`src/rtl/bl_pwm_gen.sv`:
```
module bl_pwm_gen #(
  parameter int ADDR_W = 8,
  parameter int DW = 8,
  parameter logic [ADDR_W-1:0] DIV_ADDR = 8'h4B,
  parameter logic [ADDR_W-1:0] LVL_ADDR = 8'h4E,
  parameter logic [ADDR_W-1:0] BL_ADDR = 8'h51
) (
  input  logic              clk,
  input  logic              rst_n,
  input  logic              bus_sel,
  input  logic              bus_wr,
  input  logic [ADDR_W-1:0] bus_addr,
  input  logic [DW-1:0]     bus_wdata,
  output logic [DW-1:0]     bus_rdata,
  output logic              pwm_out,
  output logic              bl_en_out
);
  localparam int PW = DW - 1;
  localparam logic [DW-1:0] FULL = {DW{1'b1}};

  logic [DW-1:0] div_q, lvl_q, act_lvl, cnt;
  logic [PW-1:0] act_div, pre;
  logic          bl_q;

  wire wr_div = bus_sel & bus_wr & (bus_addr == DIV_ADDR);
  wire wr_lvl = bus_sel & bus_wr & (bus_addr == LVL_ADDR);
  wire wr_bl  = bus_sel & bus_wr & (bus_addr == BL_ADDR);
  wire en     = div_q[DW-1];
  wire start  = wr_div & bus_wdata[DW-1] & ~en;
  wire tick   = (pre == act_div);
  wire wrap   = tick & (cnt == FULL);

  always_ff @(posedge clk or negedge rst_n)
    if (!rst_n) begin
      div_q <= '0;
      lvl_q <= '0;
      bl_q  <= 1'b0;
    end else begin
      if (wr_div) div_q <= bus_wdata;
      if (wr_lvl) lvl_q <= bus_wdata;
      if (wr_bl)  bl_q  <= bus_wdata[0];
    end

  always_ff @(posedge clk or negedge rst_n)
    if (!rst_n) begin
      pre     <= '0;
      cnt     <= '0;
      act_div <= '0;
      act_lvl <= '0;
    end else if (start) begin
      pre     <= '0;
      cnt     <= '0;
      act_div <= bus_wdata[PW-1:0];
      act_lvl <= lvl_q;
    end else if (!en) begin
      pre <= '0;
      cnt <= '0;
    end else if (tick) begin
      pre <= '0;
      cnt <= cnt + 1'b1;
      if (cnt == FULL) act_lvl <= lvl_q;
    end else begin
      pre <= pre + 1'b1;
    end

  always_comb begin
    bus_rdata = '0;
    if (bus_sel && !bus_wr) begin
      if (bus_addr == DIV_ADDR)      bus_rdata = div_q;
      else if (bus_addr == LVL_ADDR) bus_rdata = lvl_q;
      else if (bus_addr == BL_ADDR)  bus_rdata = {{(DW-1){1'b0}}, bl_q};
    end
  end

  assign pwm_out   = en & ((act_lvl == FULL) | (cnt < act_lvl));
  assign bl_en_out = bl_q;

  assert_disable_quiet_R3: assert property (@(posedge clk) disable iff (!rst_n)
    (wr_div && !bus_wdata[DW-1]) |=> !pwm_out);
  assert_restart_zero_R7: assert property (@(posedge clk) disable iff (!rst_n)
    start |=> (cnt == '0 && pre == '0));
  assert_div_held_R7: assert property (@(posedge clk) disable iff (!rst_n)
    en |=> $stable(act_div));
  assert_level_at_wrap_R6: assert property (@(posedge clk) disable iff (!rst_n)
    (en && !wrap) |=> $stable(act_lvl));
  assert_count_step_R4: assert property (@(posedge clk) disable iff (!rst_n)
    (en && !tick) |=> $stable(cnt));
  assert_pre_bound_R4: assert property (@(posedge clk) disable iff (!rst_n)
    en |-> (pre <= act_div));
  assert_bl_follow_R8: assert property (@(posedge clk) disable iff (!rst_n)
    wr_bl |=> (bl_en_out == $past(bus_wdata[0])));
endmodule

```
`config.mk`:
```
export PLATFORM = sky130hd
export DESIGN_NAME = bl_pwm_gen
export DESIGN_NICKNAME = d
export VERILOG_FILES = /design/src/rtl/bl_pwm_gen.sv
export SDC_FILE = /design/constraint.sdc
export NUM_CORES = 1
export LEC_CHECK = 0
export BUFFER_PORTS_ARGS = -buffer_cell sky130_fd_sc_hd__buf_2
export CAP_MARGIN = 30
export CORE_ASPECT_RATIO = 0.5
export CORE_MARGIN = 2
export CORE_UTILIZATION = 55
export CTS_BUF_LIST = sky130_fd_sc_hd__clkbuf_16
export DETAILED_ROUTE_END_ITERATION = 10
export PLACE_DENSITY = 0.8
export SLEW_MARGIN = 10
export SYNTH_ARGS = -nofsm -noshare
export SYNTH_HDL_FRONTEND = slang
export SYNTH_SLANG_ARGS = --single-unit
```
`constraint.sdc`:
```
create_clock -name clk -period 5.1 [get_ports clk]
set_input_delay 0.765 -clock clk [delete_from_list [all_inputs] [get_ports clk]]
set_output_delay 0.765 -clock clk [all_outputs]
set_load 0.01 [all_outputs]
```
# Word-level counts from Yosys, hierarchy flattened

Cells that the tools add are included.

Register bits: 47
Output and inout port bits: 10

Add/subtract/negate cells: 2
$lt $le $gt $ge: 1
Equality and inequality tests: 7
Muxes and demuxes: 14
Bitwise logic cells: 9
Reduce and logical (&&, ||, !) cells: 6

Operators by type and width:

| cell                                                                  | number |
|---|---|
| 8-bit 2-to-1 mux                                                      | 10 |
| 8-bit by 7-bit equality test with 1-bit output, second input constant | 3 |
| 7-bit 2-to-1 mux                                                      | 3 |
| 8-bit equality test, second input constant                            | 2 |
| 8-bit by 1-bit adder with 8-bit output, second input constant         | 1 |
| 8-bit < comparator                                                    | 1 |
| 7-bit by 1-bit adder with 7-bit output, second input constant         | 1 |
| 1-bit bitwise AND                                                     | 7 |
| 7-bit equality test                                                   | 1 |
| 2-bit nonzero test                                                    | 3 |
| 3-bit by 1-bit != test with 1-bit output, second input constant       | 1 |
| 3-bit AND reduction                                                   | 1 |
| 1-bit logical AND                                                     | 1 |
| 1-bit logical NOT                                                     | 1 |
| 1-bit 2-to-1 mux                                                      | 1 |
| 1-bit inverter                                                        | 1 |
| 1-bit bitwise OR                                                      | 1 |

# Logic depth before layout (Yosys ltp)

Gate-level depths: netlist of run 1.

Depth after elaboration: 6
Depth in mapped cells: 7

# Worst setup path before layout of run 1

Ideal clock, no wire load.

Path type: input -> output
Start point: in bus_addr[5]
End point: out bus_rdata[0]
Arrival: 1.971 ns
Path slack: 2.364 ns
Stages on the path: 6
Path buffers: 1
Cell sequence: or3b_1 nor3b_2 and2_1 buf_6 a32oi_1 a21oi_1

Word-level cells in the longest chain between the ends: 5
Elaborated cells between the ends (all ways): 7
Classes of those cells: 3 x eq/ne; 4 x mux

RTL lines:

| element                                        | RTL line | text |
|---|---|---|
| from (decl)                                    | 12       | `input logic [ADDR_W-1:0] bus_addr,` |
| 8-bit by 7-bit equality test with 1-bit output | 71       | `else if (bus_addr == BL_ADDR) bus_rdata = {{(DW-1){1'b0}}, bl_q};` |
| 1-bit 2-to-1 mux                               | 71       |  |
| 8-bit 2-to-1 mux                               | 70       | `else if (bus_addr == LVL_ADDR) bus_rdata = lvl_q;` |
| 8-bit 2-to-1 mux *                             | 69       | `if (bus_addr == DIV_ADDR) bus_rdata = div_q;` |
| 8-bit 2-to-1 mux *                             | 68       | `if (bus_sel && !bus_wr) begin` |
| to (decl)                                      | 14       | `output logic [DW-1:0] bus_rdata,` |

Mark *: on every way between the ends. The rest lies on a longest branch, timed or not.

# Worst setup path after layout of run 1

Start point: in bus_addr[5]
End point: out bus_rdata[5]

Word-level cells in the longest chain between the ends: 4
Elaborated cells between the ends (all ways): 5
Classes of those cells: 2 x eq/ne; 3 x mux

RTL lines:

| element                                        | RTL line |
|---|---|
| 8-bit by 7-bit equality test with 1-bit output | 70 |
| 8-bit 2-to-1 mux                               | 70 |
| 8-bit 2-to-1 mux *                             | 69 |
| 8-bit 2-to-1 mux *                             | 68 |

Marked as above.

==> results.md, run 1 <==
* Share of layout cells above drive strength 1 at 0.3042
* RSZ-0062 raised after global routing: no
* Initial Util at 0.5673
* R2R setup slack at 2.79 ns
* VDD IR max at 0.0001738 V
* CP bufs+invs at 2
* Internal at ~0.57 mW
* Final Skew at around 0.0055 ns
* Status: finished, final reports clean
* Most frequent cells in the layout: dfrtp_1 (47), buf_2 (29), nor2_1 (17), mux2_2 (17), mux2_4 (15)
* Sequential area share after synthesis at 0.4755
* Syn Area/Cell at roughly 12 µm²
* Cell Chain, Critical Path: buf_2 -> or3b_1 -> nor3b_2 -> and2_1 -> a22oi_1 -> nor2_1 -> buf_2
* Hold Path Class: primary input to async pin
* Placed Cells incl. Taps at 289
* First-pass GRT wire length at 8.431 mm
* Slowest cell on crit path: or3b_1
* Row count at 17
* Net Sw Frac at 0.2111
* CTS clk-pin slew, worst paths at 0.06 ns
* Antenna violations before repair at 0
* CTS buffer count at 5
* Sw Pwr at 0.1522 mW
* Routability cong. at about 0.82
* Clock network fraction of total power at 0.418
* Post-CTS Setup Repair Bufs at 0
* Crit start category: primary input
* Most common cell on crit path: buf_2
* Gate Count Post-Synth at between 200 and 250
* Total power divided by cell area at ~260 mW/mm²
* Area grow syn2layout at 12.34%
* Core ar. at 0.004360 mm²
* First-pass DRT Iterations at 4
* Net count after synthesis at approximately 240
* DR vias/cell at 5.764
* Final hold vios at 0
* WP depth at 7
* I/O pins at 30
* Minimum clock period at 3.128 ns
* Max Clk Rate at between 0.3 and 0.4 GHz
* Global router's overall resource usage at 0.2157
* Seq pwr share at 0.530
* Filler cell count at roughly 310
* Max Root-Sink Buffers at 2
* DP HPWL at 3.539 mm
* ANT nets after route at 0
* Crit end category: output port
* Critical setup path kind: primary input to output port
* Slew @ Worst Pin at 0.5113 ns
* Latest clock arrival within the worst-skew pair at about 0.28 ns
* Die height at between 50 and 60 µm
* Max cap viols at 0
* Worst endpoint required time at about 4.3 ns
* Fin crit share at 0.6133
* Largest net degree at the start of global routing at 28
* TritonCTS clock tree: built
* Width of the die at roughly 100 µm
* # port buffers at 29
* Hold-fix buffers, CTS at 0
* Clock sink count at 47
* Synth unique cells at 43
* Number of diodes at 0
* Clock root cell: clkbuf_16
* Hold WS at 0.4470 ns
* Drc violations at 0
* Max_slew headroom at 0.6591
* Post-route setup TNS at 0 ns
* Largest stage delay, worst path at 0.41 ns
* Largest fanout on the critical path at 9
* Nets@finish at 268
* Count of final setup violators at 0
* Ys Warns at 0
* DRT iter0 DRCs at 61
* Commonest non-fill, non-tap cell in the layout: dfrtp_1
* Worst path top cell family by delay: simple AND/OR/NAND/NOR gates
* Data arrival, critical path at 2.36 ns
* Vias in the first global route at 1774
* Final Power at 0.7210 mW
* Final cell count without fillers at 297
* Combinational Power Share at 0.051
* Cell area after synthesis at 0.002474 mm²
* Synth Register Bits at 47
* Final WL at 4.865 mm
* Per-cell routed wire length at 16.38 µm
* Detailed-route via count at 1712
* RR Startpoint: pre[5]
* R2R depth at 5
* Die area at 0.005082 mm²
* Leak Pwr at 1.360 nW
* Gr ovfl total at 0
* Count of pins over their slew limit at 0
* Reg2reg end: act_lvl[3]
* Resize count post-CTS at 0
* Max H-tree Level at 2
## final cells by class
class / instances / area (µm²) / share of cell area
Sequential cell: 47 / 1176 / 0.4232
Tap cell: 57 / 71.32 / 0.02566
Timing Repair Buffer: 30 / 165.2 / 0.05943
Clock inverter: 3 / 11.26 / 0.004052
Clock buffer: 5 / 125.1 / 0.04502
Inverter: 10 / 37.54 / 0.01351
Multi-Input combinational cell: 145 / 1192 / 0.4291
## how the worst max path moves through the flow
| stage | start | endpoint | slack, ns |
|---|---|---|---|
| finish | bus_addr[5] | bus_rdata[5] | 1.97 |
| global route | bus_addr[5] | bus_rdata[4] | 1.86 |
| global placement | bus_addr[5] | bus_rdata[4] | 2.07 |
| floorplan | bus_addr[5] | bus_rdata[0] | 2.36 |
| detailed placement | bus_addr[5] | bus_rdata[5] | 2.03 |
| CTS | bus_addr[5] | bus_rdata[5] | 2.02 |
## state kept, by name, summed over array words and instances, names as in the netlist
name	count
div_q	8
lvl_q	8
act_div	7
cnt	8
act_lvl	8
bl_en_out	1
pre	7
## power by group through the flow
stage / sequential [mW] / combinational (mW) / clock (mW)
6_report: 0.382 / 0.0369 / 0.302
5_1_grt: 0.383 / 0.0414 / 0.324
4_1_cts: 0.382 / 0.0373 / 0.310
3_5_place_dp: 0.389 / 0.0370 / 0
3_3_place_gp: 0.389 / 0.0335 / 0
2_1_floorplan: 0.387 / 0.0164 / 0
## logic make-up (layout without fill, tap and decap cells)
| group | count (synthesis) | in the layout | share of synthesized area |
|---|---|---|---|
| XOR/XNOR | 13 | 13 | 0.04603 |
| flip-flops | 47 | 47 | 0.4755 |
| adder cells (fa/ha/maj) | 9 | 9 | 0.04552 |
| multiplexers | 35 | 35 | 0.1806 |
| AND/OR/NAND/NOR | 64 | 64 | 0.1391 |
| buffers and inverters | 17 | 48 | 0.04248 |
| AO/OA/AOI/OAI | 24 | 24 | 0.07082 |
## metrics by stage
stage | instance area (µm²) | setup WS (ns) | utilization
finish | 2779 | 1.972 | 0.6373
global placement | 2623 | 2.066 | 0.6014
CTS | 2779 | 2.025 | 0.6373
global route | 2779 | 1.858 | 0.6373
detailed placement | 2643 | 2.029 | 0.6060
floorplan | 2474 | 2.364 | -
## Yosys cell counts (all sizes together)
cell type	n	area [µm²]
a2111oi	1	8.760
a21o	1	7.510
a21oi	5	25.02
a221oi	1	8.760
a22oi	7	52.55
a31o	2	17.52
a32o	1	11.26
a32oi	1	8.760
and2	3	18.77
and3	4	25.02
and3b	1	8.760
and4	2	20.02
buf	6	63.80
clkbuf	1	3.750
dfrtp	47	1176
ha	9	112.6
inv	10	37.54
mux2	32	416.7
mux2i	3	30.03
nand2	12	45.04
nand2b	5	31.28
nand3	4	20.02
nand3b	1	7.510
nand4	7	43.79
nor2	18	70.07
nor2b	1	6.260
nor3	1	5.000
nor3b	2	20.02
nor4	1	6.260
o21a	2	15.01
o21ai	1	5.000
o21bai	1	7.510
o31ai	1	7.510
or3b	1	8.760
or4	1	7.510
xnor2	4	35.03
xor2	9	78.83
## layer usage
| layer | part of all wire | GRT usage | up-vias |
|---|---|---|---|
| li1 | - | - | 810 |
| met1 | 0.47 | 0.2937 | 839 |
| met2 | 0.46 | 0.3401 | 56 |
| met3 | 0.057 | 0.04925 | 7 |
| met4 | 0.013 | 0.08447 | 0 |
| met5 | 0 | 0 | - |
## worst reg2reg max path: stages, from the launching register on
cell and delay (ns):
dfrtp_1 0.41, xor2_1 0.18, nor4_1 0.36, and2_1 0.45, a32o_2 0.46, mux2_4 0.34
Note: power is estimated with default switching activity, not from simulation.
==> run 2: changes to the inputs <==
Settings changed: ABC_AREA from default to 1, CORE_UTILIZATION 55 to 53.
Clock period 5.1 ns to 2.8 ns, I/O delays scaled along.
==> run 2 against run 1 <==
  * Largest cell class unchanged
  * Combinational power up 140%
  * Clock power up 130%
  * Via count up 32%
  * Die area up 11%
  * Largest power group is now the clock network
  * Routed wire length up 13%
==> results.md, run 2 <==
* Resize count post-CTS at 0 (unchanged)
* Initial Util at 0.5440 (-0.02325)
* Largest net degree at the start of global routing at 25 (-11%)
* Final Skew at 0.003897 ns (-0.001570 ns)
* Largest fanout on the critical path at 5 (-4)
* Placed Cells incl. Taps at 421 (+46%)
* Routability cong. at 0.8764 (+7.1%)
* Slowest cell on crit path: dfrtp_1
* CTS clk-pin slew, worst paths at 0.07 ns (about the same)
* Clock sink count at 47 (unchanged)
* Most common library cells after synthesis: nand2_1 (98), dfrtp_1 (47), inv_1 (38), nor2_1 (24), nand3_1 (17)
* Minimum clock period at 2.270 ns
* First-pass DRT Iterations at 4 (unchanged)
* Count of final setup violators at 0 (unchanged)
* DP HPWL at 4.128 mm (+17%)
* WP depth at 7 (unchanged)
* Crit end category: output port
* Count of pins over their slew limit at 0 (unchanged)
* Max Root-Sink Buffers at 2 (unchanged)
* DR vias/cell at 5.277 (-8.4%)
* Die area at 0.005634 mm² (+11%)
* Max_slew headroom at 0.6052 (-0.05389)
* Width of the die at 104.2 µm (+5.4%)
* Final hold vios at 0 (unchanged)
* Synth top area share at 0.4424 (-0.03311)
* Slew @ Worst Pin at 0.5922 ns (+0.08083 ns)
* Hold-fix buffers, CTS at 0 (unchanged)
* Cell area after synthesis at 0.002659 mm² (+7.5%)
* Latest clock arrival within the worst-skew pair at 0.29 ns (about the same)
* Syn Area/Cell at 8.106 µm² (-32%)
* Critical setup path kind: flip-flop to output port
* Ys Warns at 0 (unchanged)
* Worst path top cell family by delay: compound AO/OA/AOI/OAI gates
* Sequential area share after synthesis at 0.4424 (-0.03311)
* Die height at 54.09 µm (+5.2%)
* Drc violations at 0 (unchanged)
* RSZ-0062 raised after global routing: no
* Core ar. at 0.004887 mm² (+12%)
* Total power divided by cell area at 488.5 mW/mm² (+88%)
* Gr ovfl total at 0 (unchanged)
* Number of diodes at 0 (unchanged)
* Max cap viols at 0 (unchanged)
* Net count after synthesis at 357 (+50%)
* Detailed-route via count at 2264 (+32%)
* CP bufs+invs at 1 (-1)
* Filler cell count at 406 (+30%)
* Hold Path Class: primary input to async pin
* Synth area leaders: dfrtp_1 (44%), nand2_1 (14%), inv_1 (5.4%)
* Worst endpoint required time at 2.38 ns (-1.96 ns)
* # port buffers at 29 (unchanged)
* Synth async-reset ratio at 1.000 (unchanged)
* Area leader, netlist: dfrtp_1
* Count leader, synth: nand2_1
* Data arrival, critical path at 1.85 ns (-0.51 ns)
* Max Clk Rate at 0.4406 GHz
* Synth Register Bits at 47 (unchanged)
* Antenna violations before repair at 0 (unchanged)
* Status: finished, final reports clean
* Cell Chain, Critical Path: ha_1 -> a21oi_1 -> nor2_1 -> a211oi_1 -> nand2_1 -> a21oi_1 -> buf_2
* Row count at 18 (+1)
* Fin crit share at 0.8105
* DRT iter0 DRCs at 178 (+190%)
* Post-route setup TNS at 0 ns (unchanged)
* Per-cell routed wire length at 12.81 µm (-22%)
* Leak Pwr at 1.495 nW (+9.9%)
* Most common cell on crit path: a21oi_1
* Final WL at 5.496 mm (+13%)
* Synth unique cells at 32 (-26%)
* First-pass GRT wire length at 9.646 mm (+14%)
* Area grow syn2layout at 14.07%
* R2R depth at 9 (+4)
* Global router's overall resource usage at 0.2218 (+0.006101)
* I/O pins at 30 (unchanged)
* Vias in the first global route at 2102 (+18%)
* Most frequent cells in the layout: nand2_1 (98), dfrtp_1 (47), inv_1 (38)
* Final cell count without fillers at 429 (+44%)
* Clock root cell: clkbuf_16
* Crit start category: flip-flop
* Max H-tree Level at 2 (unchanged)
* Largest stage delay, worst path at 0.44 ns (+0.03 ns)
* EDFF count, synth at 0 (unchanged)
* Share of layout cells above drive strength 1 at 0.1866 (-0.1175)
* Gate Count Post-Synth at 328 (+57%)
* Nets@finish at 387 (+44%)
* Post-CTS Setup Repair Bufs at 0 (unchanged)
* VDD IR max at 0.0002654 V (+53%)
* Synth Flop Type: dfrtp_1
* TritonCTS clock tree: built
* ANT nets after route at 0 (unchanged)
* Commonest non-fill, non-tap cell in the layout: nand2_1
* CTS buffer count at 5 (unchanged)
run 2: kinds of logic after synthesis:
group | Yosys count | share of synthesized area
AND/OR/NAND/NOR | 174 | 0.3186
buffers and inverters | 48 | 0.08094
flip-flops | 47 | 0.4424
AO/OA/AOI/OAI | 44 | 0.09365
adder cells (fa/ha/maj) | 9 | 0.04235
XOR/XNOR | 5 | 0.01647
multiplexers | 1 | 0.005645
run 2: through the flow:
stage          total power [mW]    util  hold slack, ns  worst slack [ns]  cell area, µm²
3_5_place_dp             0.7967  0.5853          0.4483            0.7969            2860
3_3_place_gp             0.7891  0.5796          0.4674            0.8305            2833
2_1_floorplan            0.7517       -          0.1244             1.029            2659
4_1_cts                   1.490  0.6206          0.1362            0.5878            3033
6_report                  1.481  0.6206          0.1248            0.5305            3033
5_1_grt                   1.535  0.6206          0.1573            0.4623            3033
run 2: power breakdown:
group | internal (mW) | total, mW | switching, mW
Combinational | 0.0278 | 0.0880 | 0.0601
Clock | 0.426 | 0.698 | 0.272
Sequential | 0.687 | 0.695 | 0.00814
Total | 1.14 | 1.48 | 0.340
run 2: final cells by class:
cell class | instances | area (µm²) | share of cell area
Sequential cell | 47 | 1176 | 0.3878
Clock inverter | 3 | 47.55 | 0.01568
Timing Repair Buffer | 30 | 172.7 | 0.05693
Clock buffer | 5 | 125.1 | 0.04125
Multi-Input combinational cell | 233 | 1267 | 0.4179
Tap cell | 70 | 87.58 | 0.02888
Inverter | 41 | 156.4 | 0.05157
run 2: routing by layer:
layer | wire [µm] | GRT usage
met5 | 0 | 0
met2 | 2477 | 0.3618
met1 | 2684 | 0.2971
met3 | 243 | 0.04964
met4 | 91 | 0.08559
run 2: final timing paths:
path	start	to	slack (ns)
hold / removal	rst_n	bl_en_out	0.12
setup / recovery	cnt[5]	pwm_out	0.53
hold reg to reg	div_q[0]	div_q[0]	0.50
min in group clk	bus_wdata[3]	lvl_q[3]	0.43
max in group asynchronous	rst_n	pre[5]	2.15
setup reg to reg	pre[0]	cnt[4]	0.99
run 2: worst reg2reg max path, delay by kind of cell (launching register included):
family                 cells  cell delay, ns
AND/OR/NAND/NOR            6            0.94
AO/OA/AOI/OAI              1            0.09
buffers and inverters      2            0.25
flip-flops                 1            0.42
==> run 3: changes to the inputs <==
Clock period 2.8 ns to 2 ns, I/O delays scaled along.
==> run 3 against run 2 <==
  * The flow now finishes with violations (negative setup slack)
  * Routed wire length increased by 9.4%
  * Clock power increased by 40%
  * Final area increased by 1.8%
  * Power increased by 40%
  * Sequential cell count unchanged
  * Global-route usage increased by 0.77 points
  * Critical path depth unchanged
  * Cell count increased by 1.2%
  * Register-to-register slack got worse by 0.63 ns
  * Hold slack got worse by 0.033 ns
  * Worst setup slack got worse by 0.62 ns
  * Largest cell class unchanged
==> results.md, run 3 (same netlist as run 2, synthesis figures left out) <==
* Status: finished with violations
* Failing checks: negative setup slack
* Width of the die at 104.2 µm (unchanged)
* Max Root-Sink Buffers at 2 (unchanged)
* Clock sink count at 47 (unchanged)
* DP HPWL at 4.327 mm (+4.8%)
* CP bufs+invs at 1 (unchanged)
* Die area at 0.005634 mm² (unchanged)
* Largest stage delay, worst path at 0.43 ns (about the same)
* VDD IR max at 0.0003605 V (+36%)
* DRT iter0 DRCs at 73 (-59%)
* Slew @ Worst Pin at 0.6009 ns (+0.008743 ns)
* Slowest cell on crit path: dfrtp_1
* Minimum clock period at roughly 2.1 ns
* First-pass GRT wire length at 9.811 mm (+1.7%)
* Share of layout cells above drive strength 1 at 0.2198 (+0.03315)
* Met3 Usage GRT at 0.07022 (+0.02058)
* Number of diodes at 0 (unchanged)
* Initial Util at 0.5440 (unchanged)
* DR vias/cell at 5.258 (-0.37%)
* Worst setup margin at -0.08658 ns (-0.6171 ns)
* TritonCTS clock tree: built
* R2R setup slack at 0.36 ns (-0.63 ns)
* Clock root cell: clkbuf_16
* First-pass DRT Iterations at 4 (unchanged)
* Commonest non-fill, non-tap cell in the layout: nand2_1
* Hold Path Class: primary input to async pin
* Crit start category: flip-flop
* Largest net degree at the start of global routing at 48 (+92%)
* Top Usage Layer GRT: met2
* Hold-fix buffers, CTS at 0 (unchanged)
* Drc violations at 0 (unchanged)
* Total power divided by cell area at 672.7 mW/mm² (+38%)
* Count of pins over their slew limit at 0 (unchanged)
* Core ar. at 0.004887 mm² (unchanged)
* Worst path top cell family by delay: compound AO/OA/AOI/OAI gates
* Row count at 18 (unchanged)
* CTS clk-pin slew, worst paths at 0.07 ns (about the same)
* Max cap viols at 0 (unchanged)
* Final cell count without fillers at 434 (+1.2%)
* Area grow syn2layout at 16.09%
* Vias in the first global route at 2081 (-1.0%)
* Largest fanout on the critical path at 5 (unchanged)
* Gr ovfl total at 0 (unchanged)
* ANT nets after route at 0 (unchanged)
* Fin crit share at 1.043
* Latest clock arrival within the worst-skew pair at 0.30 ns (about the same)
* Crit end category: output port
* Cell Chain, Critical Path: ha_1 -> a21oi_1 -> o21ai_0 -> nand2_1 -> nand2_1 -> a21oi_2 -> buf_2
* Routability cong. at 0.8749 (-0.17%)
* Critical setup path kind: flip-flop to output port
* Layout Utilization at 0.6316 (+0.01101)
* Final hold vios at 0 (unchanged)
* Post-route setup TNS at -0.08658 ns (-0.08658 ns)
* Most common cell on crit path: nand2_1
* # port buffers at 29 (unchanged)
* Nets@finish at 392 (+1.3%)
* CTS buffer count at 5 (unchanged)
* Max H-tree Level at 2 (unchanged)
* Max_slew headroom at 0.5994 (-0.005828)
* GR Util met2 at 0.4024 (+0.04057)
* Global router's overall resource usage at 0.2295 (+0.007671)
* Detailed-route via count at 2282 (+0.80%)
* Placed Cells incl. Taps at 424 (+0.71%)
* Final Power at 2.076 mW (+40%)
* Data arrival, critical path at 1.79 ns (-0.06 ns)
* Per-cell routed wire length at 13.86 µm (+8.2%)
* Antenna violations before repair at 0 (unchanged)
* Setup WS pre-CTS at 0.1373 ns (-0.6595 ns)
* Grt met1 use at 0.2803 (-0.01680)
* RSZ-0062 raised after global routing: yes
* Final WL at 6.014 mm (+9.4%)
* Leak Pwr at 1.509 nW (+0.92%)
* Worst endpoint required time at 1.70 ns (-0.68 ns)
* Max Clk Rate at 0.4793 GHz
* Count of final setup violators at 1 (+1)
* I/O pins at 30 (unchanged)
* Most frequent cells in the layout: nand2_1 (97), dfrtp_1 (45), inv_1 (37)
* Die height at 54.09 µm (unchanged)
* Final Skew at 0.008639 ns (+0.004742 ns)
-- run 3: cell count changes in the layout (fill, tap and decap cells not counted), moves of 2 or more --
cell	before	now
a21oi_1	15	13
a21oi_2	0	2
buf_4	0	6
dfrtp_1	47	45
dfrtp_2	0	2
ha_1	9	7
ha_4	0	2
-- run 3: timing repair --
action                     in CTS  in global routing
hold endpoints to repair        0                  0
gates resized for setup         3                  5
setup endpoints to repair       1                  1
pin swaps                       0                  1
setup buffers                   1                  1
-- run 3: metrics by stage --
stage	cell area [µm²]	hold slack [ns]
after floorplan	2659	0.004409
after global placement	2863	0.4238
after detailed placement	2863	0.4306
after CTS	3058	0.1182
after global routing	3087	0.1398
final	3087	0.09139
-- run 3: final timing paths --
path	from	cells past startpoint	to
setup / recovery	cnt[3]	7	pwm_out
hold reg to reg	div_q[0]	2	div_q[0]
hold / removal	rst_n	2	bl_en_out
max in group asynchronous	rst_n	2	cnt[6]
min in group clk	bus_wdata[2]	3	lvl_q[2]
setup reg to reg	pre[1]	10	act_lvl[5]
-- run 3: layout make-up --
| type | count | area [µm²] |
|---|---|---|
| Fill cell | 399 | 1800 |
| Multi-Input combinational cell | 233 | 1303 |
| Sequential cell | 47 | 1179 |
| Timing Repair Buffer | 35 | 190.2 |
| Inverter | 41 | 156.4 |
| Clock buffer | 5 | 125.1 |
| Tap cell | 70 | 87.58 |
| Clock inverter | 3 | 46.29 |
-- run 3: routing by layer --
layer  share of wire  vias to the layer above
li1                -                     1130
met1            0.46                     1075
met5               0                        -
met3           0.059                       14
met2            0.46                       63
met4           0.020                        0
-- run 3: power by group --
group | switching (mW) | internal, mW
clock | 0.385 | 0.594
combinational | 0.0875 | 0.0380
sequential | 0.00976 | 0.962
